==> src/rtl/uart_fc_pkg.sv <==
package uart_fc_pkg;
  localparam int unsigned CFG_W = 32;
  localparam int unsigned LVL_W = 4;

  localparam int unsigned BIT_RTS_HW  = 12;
  localparam int unsigned BIT_CTS_EN  = 11;
  localparam int unsigned BIT_RTS_SW  = 9;
  localparam int unsigned BIT_RX_DIS  = 8;
  localparam int unsigned BIT_TX_DIS  = 7;
  localparam int unsigned BIT_LVL_LO  = 1;
  localparam int unsigned BIT_BREAK   = 0;

  localparam logic [CFG_W-1:0] CFG_MASK  = 32'h0000_1B9F;
  localparam logic [CFG_W-1:0] CFG_RESET = 32'h0000_0182;

  typedef struct packed {
    logic             rts_hw_en;
    logic             cts_en;
    logic             rts_sw;
    logic             rx_dis;
    logic             tx_dis;
    logic [LVL_W-1:0] rts_lvl;
    logic             brk;
  } fc_cfg_t;
endpackage

==> src/rtl/uart_fc_regs.sv <==
module uart_fc_regs
  import uart_fc_pkg::*;
(
  input  logic             clk_i,
  input  logic             rst_ni,
  input  logic             we_i,
  input  logic [CFG_W-1:0] wdata_i,
  output logic [CFG_W-1:0] rdata_o,
  output fc_cfg_t          cfg_o
);
  logic [CFG_W-1:0] cfg_q;

  always_ff @(posedge clk_i or negedge rst_ni) begin
    if (!rst_ni)   cfg_q <= CFG_RESET;
    else if (we_i) cfg_q <= wdata_i & CFG_MASK;
  end

  assign rdata_o = cfg_q;

  always_comb begin
    cfg_o.rts_hw_en = cfg_q[BIT_RTS_HW];
    cfg_o.cts_en    = cfg_q[BIT_CTS_EN];
    cfg_o.rts_sw    = cfg_q[BIT_RTS_SW];
    cfg_o.rx_dis    = cfg_q[BIT_RX_DIS];
    cfg_o.tx_dis    = cfg_q[BIT_TX_DIS];
    cfg_o.rts_lvl   = cfg_q[BIT_LVL_LO +: LVL_W];
    cfg_o.brk       = cfg_q[BIT_BREAK];
  end


  reserved_zero_chk: assert property (@(posedge clk_i) disable iff (!rst_ni)
    (rdata_o & ~CFG_MASK) == '0);

  write_hold_chk: assert property (@(posedge clk_i) disable iff (!rst_ni)
    !we_i |=> $stable(rdata_o));
endmodule

==> src/rtl/uart_fc_rts.sv <==
module uart_fc_rts
  import uart_fc_pkg::*;
#(
  parameter int unsigned CNT_W = 5
) (
  input  logic             clk_i,
  input  logic             rst_ni,
  input  logic             hw_en_i,
  input  logic             sw_i,
  input  logic [LVL_W-1:0] lvl_i,
  input  logic [CNT_W-1:0] count_i,
  output logic             rts_o
);
  logic lvl_hit;

  assign lvl_hit = hw_en_i && (lvl_i != '0) && (int'(count_i) >= int'(lvl_i));
  assign rts_o   = sw_i | lvl_hit;


  sw_rts_chk: assert property (@(posedge clk_i) disable iff (!rst_ni)
    sw_i |-> rts_o);

  no_src_chk: assert property (@(posedge clk_i) disable iff (!rst_ni)
    (!sw_i && (!hw_en_i || lvl_i == '0)) |-> !rts_o);

  below_lvl_chk: assert property (@(posedge clk_i) disable iff (!rst_ni)
    (!sw_i && int'(count_i) < int'(lvl_i)) |-> !rts_o);
endmodule

==> src/rtl/uart_fc_txgate.sv <==
module uart_fc_txgate #(
  parameter int unsigned SYNC_STAGES = 2
) (
  input  logic clk_i,
  input  logic rst_ni,
  input  logic cts_i,
  input  logic cts_en_i,
  input  logic tx_dis_i,
  input  logic brk_i,
  input  logic frame_idle_i,
  input  logic ser_i,
  output logic start_ok_o,
  output logic halted_o,
  output logic txd_o
);
  logic [SYNC_STAGES-1:0] cts_sync_q;
  logic                   cts_s;
  logic                   halted_q;

  always_ff @(posedge clk_i or negedge rst_ni) begin
    if (!rst_ni) cts_sync_q <= '0;
    else         cts_sync_q <= {cts_sync_q[SYNC_STAGES-2:0], cts_i};
  end
  assign cts_s = cts_sync_q[SYNC_STAGES-1];

  // halt only lands on a frame boundary; re-enable is immediate
  always_ff @(posedge clk_i or negedge rst_ni) begin
    if (!rst_ni)       halted_q <= 1'b1;
    else if (!tx_dis_i) halted_q <= 1'b0;
    else if (frame_idle_i) halted_q <= 1'b1;
  end

  assign halted_o   = halted_q;
  assign start_ok_o = !tx_dis_i && !halted_q && !(cts_en_i && cts_s);
  assign txd_o      = brk_i ? 1'b0 : ser_i;


  halt_at_boundary_chk: assert property (@(posedge clk_i) disable iff (!rst_ni)
    $rose(halted_o) |-> $past(frame_idle_i) && $past(tx_dis_i));

  halted_blocks_chk: assert property (@(posedge clk_i) disable iff (!rst_ni)
    halted_o |-> !start_ok_o);

  cts_block_chk: assert property (@(posedge clk_i) disable iff (!rst_ni)
    (cts_en_i && cts_sync_q[SYNC_STAGES-1]) |-> !start_ok_o);

  break_low_chk: assert property (@(posedge clk_i) disable iff (!rst_ni)
    brk_i |-> !txd_o);
endmodule

==> src/rtl/uart_flow_ctrl.sv <==
module uart_flow_ctrl
  import uart_fc_pkg::*;
#(
  parameter int unsigned CNT_W       = 5,
  parameter int unsigned SYNC_STAGES = 2
) (
  input  logic             clk_i,
  input  logic             rst_ni,
  input  logic             cfg_we_i,
  input  logic [31:0]      cfg_wdata_i,
  output logic [31:0]      cfg_rdata_o,
  input  logic [CNT_W-1:0] rx_count_i,
  input  logic             cts_i,
  input  logic             tx_frame_idle_i,
  input  logic             tx_ser_i,
  output logic             rts_o,
  output logic             txd_o,
  output logic             tx_start_ok_o,
  output logic             rx_enable_o,
  output logic             tx_halted_o
);
  fc_cfg_t cfg;

  uart_fc_regs i_regs (
    .clk_i   (clk_i),
    .rst_ni  (rst_ni),
    .we_i    (cfg_we_i),
    .wdata_i (cfg_wdata_i),
    .rdata_o (cfg_rdata_o),
    .cfg_o   (cfg)
  );

  uart_fc_rts #(.CNT_W(CNT_W)) i_rts (
    .clk_i   (clk_i),
    .rst_ni  (rst_ni),
    .hw_en_i (cfg.rts_hw_en),
    .sw_i    (cfg.rts_sw),
    .lvl_i   (cfg.rts_lvl),
    .count_i (rx_count_i),
    .rts_o   (rts_o)
  );

  uart_fc_txgate #(.SYNC_STAGES(SYNC_STAGES)) i_txgate (
    .clk_i        (clk_i),
    .rst_ni       (rst_ni),
    .cts_i        (cts_i),
    .cts_en_i     (cfg.cts_en),
    .tx_dis_i     (cfg.tx_dis),
    .brk_i        (cfg.brk),
    .frame_idle_i (tx_frame_idle_i),
    .ser_i        (tx_ser_i),
    .start_ok_o   (tx_start_ok_o),
    .halted_o     (tx_halted_o),
    .txd_o        (txd_o)
  );

  assign rx_enable_o = !cfg.rx_dis;


  rx_en_chk: assert property (@(posedge clk_i) disable iff (!rst_ni)
    rx_enable_o == !cfg_rdata_o[8]);
endmodule

==> config.mk <==
export PLATFORM = sky130hd
export DESIGN_NAME = uart_flow_ctrl
export DESIGN_NICKNAME = d
export VERILOG_FILES = /design/src/rtl/uart_fc_pkg.sv /design/src/rtl/uart_fc_regs.sv /design/src/rtl/uart_fc_rts.sv /design/src/rtl/uart_fc_txgate.sv /design/src/rtl/uart_flow_ctrl.sv
export SDC_FILE = /design/constraint.sdc
export NUM_CORES = 1
export LEC_CHECK = 0
export BUFFER_PORTS_ARGS = -buffer_cell sky130_fd_sc_hd__buf_4
export CAP_MARGIN = 15
export CORE_ASPECT_RATIO = 0.9
export CORE_MARGIN = 2
export CORE_UTILIZATION = 35
export DETAILED_ROUTE_END_ITERATION = 12
export HOLD_SLACK_MARGIN = 0.12
export MAX_ROUTING_LAYER = met4
export PLACE_DENSITY = 0.82
export SETUP_SLACK_MARGIN = 0.15
export SLEW_MARGIN = 20
export SYNTH_ARGS = -nofsm -noshare
export SYNTH_HDL_FRONTEND = slang
export SYNTH_SLANG_ARGS = --single-unit
==> constraint.sdc <==
create_clock -name clk_i -period 1.7 [get_ports clk_i]
set_clock_uncertainty 0.2 [all_clocks]
set_input_delay 0.34 -clock clk_i [delete_from_list [all_inputs] [get_ports clk_i]]
set_output_delay 0.34 -clock clk_i [all_outputs]
set_load 0.05 [all_outputs]
Word level (Yosys, flattened, before mapping)
Cells that the tools add are included.
{ "totals": {"in_bits": 43, "romBits": 0, "ramBits": 0, "latchBits": 0, "register_bits": 13, "n_memories": 0} }
{ "classes": {"n_eq_ne": 1, "bitwise_logic": 1, "mul": 0, "div": 0, "order_cmp": 1, "mux": 3, "add_sub_neg": 0, "n_reduce_logical": 10, "shift": 0} }
{ "op_table": {"columns": ["operator", "count"], "rows": [
  ["$ge 5x4->1", 1],
  ["$logic_and 1x1->1", 5],
  ["$logic_not 1->1", 4],
  ["$reduce_bool 4->1", 1],
  ["$mux 1", 3],
  ["$ne 2x2->1 const B", 1],
  ["$or 1x1->1", 1]
]} }

Longest topological paths before layout
{ "logic_depth": {"depth_word": 4, "ltp_mapped": 5} }

Modules after synthesis
Synthesis repeated with hierarchy kept, for this count alone.
{ "unflattened": {"hier_cells": 77, "hier_area_um2": 880.8} }
{ "by_module_without_submodules": {"columns": ["module", "n_inst", "area_each_um2", "cells_per_inst"], "rows": [
  ["uart_fc_regs", 1, 659.4, 54],
  ["uart_fc_rts", 1, 115.1, 16],
  ["uart_fc_txgate", 1, 102.6, 6],
  ["uart_flow_ctrl", 1, 3.8, 1]
]} }

Least setup slack after synthesis
No wires, ideal clock.
{ "synth_path": {"kind": "reg2out", "from": "register i_regs.cfg_q[3], in the netlist i_regs.rdata_o[3]", "to": "output rts_o", "arrival_time_ps": 1900, "stages_incl_launch_ff": 6, "t_required_ps": 1160, "path_slack_ps": -740, "path_cell_list": "dfrtp_1 -> inv_1 -> ha_1 -> a21o_1 -> a31oi_1 -> o21ai_1"} }
{ "synth_between": {"elab_chain_cells": 4} }
{ "synth_lines": {"columns": ["element", "line", "rtl"], "rows": [
  ["start: declaration", "uart_fc_regs.sv:11", "logic [CFG_W-1:0] cfg_q;"],
  ["start signal: assignment", "uart_fc_regs.sv:15", "else if (we_i) cfg_q <= wdata_i & CFG_MASK;"],
  ["parallel branches: the longest is 2 deep, another holds $ge 5x4->1", null, null],
  ["$logic_and 1x1->1 *", "uart_fc_rts.sv:16", "assign lvl_hit = hw_en_i && (lvl_i != '0) && (int'(count_i) >= int'(lvl_i));"],
  ["$or 1x1->1 *", "uart_fc_rts.sv:17", "assign rts_o = sw_i | lvl_hit;"],
  ["end: declaration", "uart_flow_ctrl.sv:16", "output logic rts_o,"]
]} }
Every way passes the cells marked *.

Worst setup path in the final report
{ "layout_path": {"from": "register i_regs.cfg_q[1], in the netlist i_regs.rdata_o[1]", "to": "output rts_o"} }
Same word-level chain as after synthesis.

==> metrics.md <==
| Metric | Value |
|---|---|
| Total net switching power | 481 µW |
| Core Util, Final | 0.646 |
| R2R Path Start | i_regs.rdata_o[1] |
| Routed WL | 2200 µm |
| Switching part of the total power | 0.421 |
| Root buffer cell | clkbuf_4 |
| CP max FO | 3 |
| Worst Hold End | i_txgate.cts_sync_q[1] |
| Vias in the first global route | 768 |
| Final worst setup slack | -469 ps |
| Clock sinks | 13 |
| Wire length of the first global-routing pass | 3150 µm |
| Number of synthesized flops with an enable pin | 0 |
| Initial antenna violation count | 0 |
| Clock power frac | 0.164 |
| Max Slew Vio Count | 0 |
| Cell taking the most area after synthesis | dfrtp_1 |
| Combinational power share | 0.501 |
| HP Class | flop to flop |
| Leak | 0.000683 µW |
| Sequential Power Share | 0.335 |
| Row Count | 16 |
| Gr ovfl total | 0 |
| Top Usage Layer GRT | met2 |
| Gr usage total | 0.166 |
| DR WL/cell | 13.6 µm |
| Fin crit share | 1.28 |
| Async S/R FF share, synth | 1.00 |
| Worst-case clock buffer depth | 2 |
| Synth top cells by count | 27 x buf_4, 9 x dfrtp_1, 5 x inv_1 |
| Total Nets Final | 183 |
| Area share of the leading cell type in the synthesized netlist | 0.284 |
| Filler cells | 138 |
| GR Util met3 | 0.0337 |
| Flop2flop setup slack | 420 ps |
| Worst hold stages | 0 |
| Vias per cell | 4.30 |
| Avg Inst Size Synth | 10.4 µm² |
| Endpoints failing setup | 3 |
| Die height | 49.1 µm |
| Largest net degree at the start of global routing | 15 |
| DR DRC count | 0 |
| Yosys reg bits | 13 |
| ANT cells | 0 |
| Synth-to-Final Area Change | 76.5% |
| Final HPWL DP | 1250 µm |
| Mapped cell area | 792 µm² |
| Antenna Nets Post-Route | 0 |
| Die area | 0.00266 mm² |
| Failing checks | setup timing |
| Met2 usage | 0.311 |
| Status | finished with violations |
| WP data arrival | 1630 ps |
| Yosys cell types | 21 |
| Clk_lat worst skew | 270 ps |
| Total Power | 1140 µW |
| Top-count cell post-synth | buf_4 |
| Crit end category | primary output |
| RSZ-0062 raised after global routing | yes |
| First-iteration detailed-routing DRC count | 6 |
| Top_reg_cell synth | dfrtp_1 |
| Top cells by area, synth | dfrtp_1 28%, buf_4 26%, dfstp_2 13% |
| Final hold vios | 0 |
| Worst-path clk slew | 80 ps |
| Worst Setup Start Kind | flop |
| Placed cells | 138 |
| Port Buffer Count | 35 |
| Syn Inst Count | 76 |
| TritonCTS clock tree | yes |
| Power per cell area | 818 mW/mm² |
| R2R depth | 3 |
| FF-to-FF End | i_regs.rdata_o[1] |
| WP data required | 1160 ps |
| H-tree Lvls | 1 |
| Pre-antenna DRT Iters | 4 |
| Maximum clock frequency | 461 MHz |
| P_int | 663 µW |
| Gpl congestion | 0.743 |
| Finished Layout Cells | 162 |
| MaxCap Viol Count | 0 |
| HP Start | i_txgate.cts_sync_q[0] |
| Yosys warns | 0 |
| Worst Path Class, Setup | flop to primary output |
| Final Hold Slack | 158 ps |
| Total CTS buffers | 3 |
| I/O Pins | 80 |
| Layout cells sized above 1 | 0.556 |
| Min Tclk post-route | 2170 ps |
| Width of the die | 54.1 µm |
| Core Area | 0.00216 mm² |
| Via Count | 697 |
| Grt met1 use | 0.166 |
| Part of the Yosys area used for sequential elements | 0.417 |
| Initial core utilization | 0.366 |
| Peak VDD IR | 0.621 mV |
[power by group through the flow]
stage / combinational (µW) / sequential [µW] / clock [µW]
finish: 573 / 383 / 188
CTS: 539 / 379 / 189
floorplan: 334 / 428 / 0
global placement: 454 / 381 / 0
global route: 599 / 386 / 214
detailed placement: 463 / 383 / 0
[state kept, by name (all words and copies together), names as in the netlist]
name,count
i_txgate.halted_o,1
i_txgate.cts_sync_q,2
i_regs.rdata_o,10
[how the worst max path moves through the flow]
stage / slack, ps / to / start
global placement: -200 / rts_o / i_regs.rdata_o[1]
CTS: -490 / rts_o / i_regs.rdata_o[2]
detailed placement: -210 / rts_o / i_regs.rdata_o[1]
floorplan: -210 / rts_o / i_regs.rdata_o[2]
finish: -470 / rts_o / i_regs.rdata_o[1]
global route: -520 / rts_o / i_regs.rdata_o[3]
[per-stage QoR]
stage	instance area [µm²]	TNS [ps]	setup slack (ps)
floorplan	951	-213	-213
global placement	1090	-198	-198
detailed placement	1090	-213	-213
CTS	1350	-494	-494
global route	1400	-638	-520
finish	1400	-513	-469
[worst max-delay path: stages, from the launching register on]
cell and delay, ps:
dfstp_4 660, ha_4 200, nand2b_4 140, a31oi_4 150, o21ai_4 60, buf_6 150
[logic make-up after synthesis]
kind of cell	Yosys count	synth area share
AO/OA/AOI/OAI	11	0.0885
adder cells (fa/ha/maj)	4	0.0632
buffers and inverters	33	0.286
flip-flops	13	0.417
multiplexers	6	0.0853
other	1	0.00473
AND/OR/NAND/NOR	8	0.0553
[metal layers]
metal | vias to the layer above | share of wire
li1 | 318 | -
met1 | 337 | 0.36
met2 | 40 | 0.59
met3 | 2 | 0.057
met4 | 0 | 0.0018
met5 | - | 0
[cell usage in the layout (no fill, tap or decap), types with 2 or more instances in the layout]
master / n
buf_4: 33
conb_1: 22
dlygate4sd3_1: 13
buf_6: 9
buf_8: 7
dfrtp_1: 6
nand2_1: 4
mux2_2: 4
inv_1: 3
clkbuf_4: 3
dfrtp_2: 3
dfstp_2: 3
inv_2: 2
o21a_1: 2
o21ai_1: 2
mux2_1: 2
o21ai_0: 2
ha_1: 2
ha_4: 2
[repair_timing]
action                     in CTS  in global routing
setup endpoints to repair       7                 12
setup buffers                   4                  3
hold endpoints to repair       25                  0
pin swaps                       2                  1
resized for setup              17                  8
hold buffers                   13                  0
[area by class of cell]
| type | instances | area, µm² | area share |
|---|---|---|---|
| Timing Repair Buffer | 62 | 584 | 0.418 |
| Multi-Input combinational cell | 51 | 395 | 0.283 |
| Sequential cell | 13 | 338 | 0.242 |
| Tap cell | 27 | 33.8 | 0.0242 |
| Clock buffer | 3 | 22.5 | 0.0161 |
| Inverter | 5 | 18.8 | 0.0134 |
| Clock inverter | 1 | 5.00 | 0.00358 |
Power figures use the tool's default switching activity.
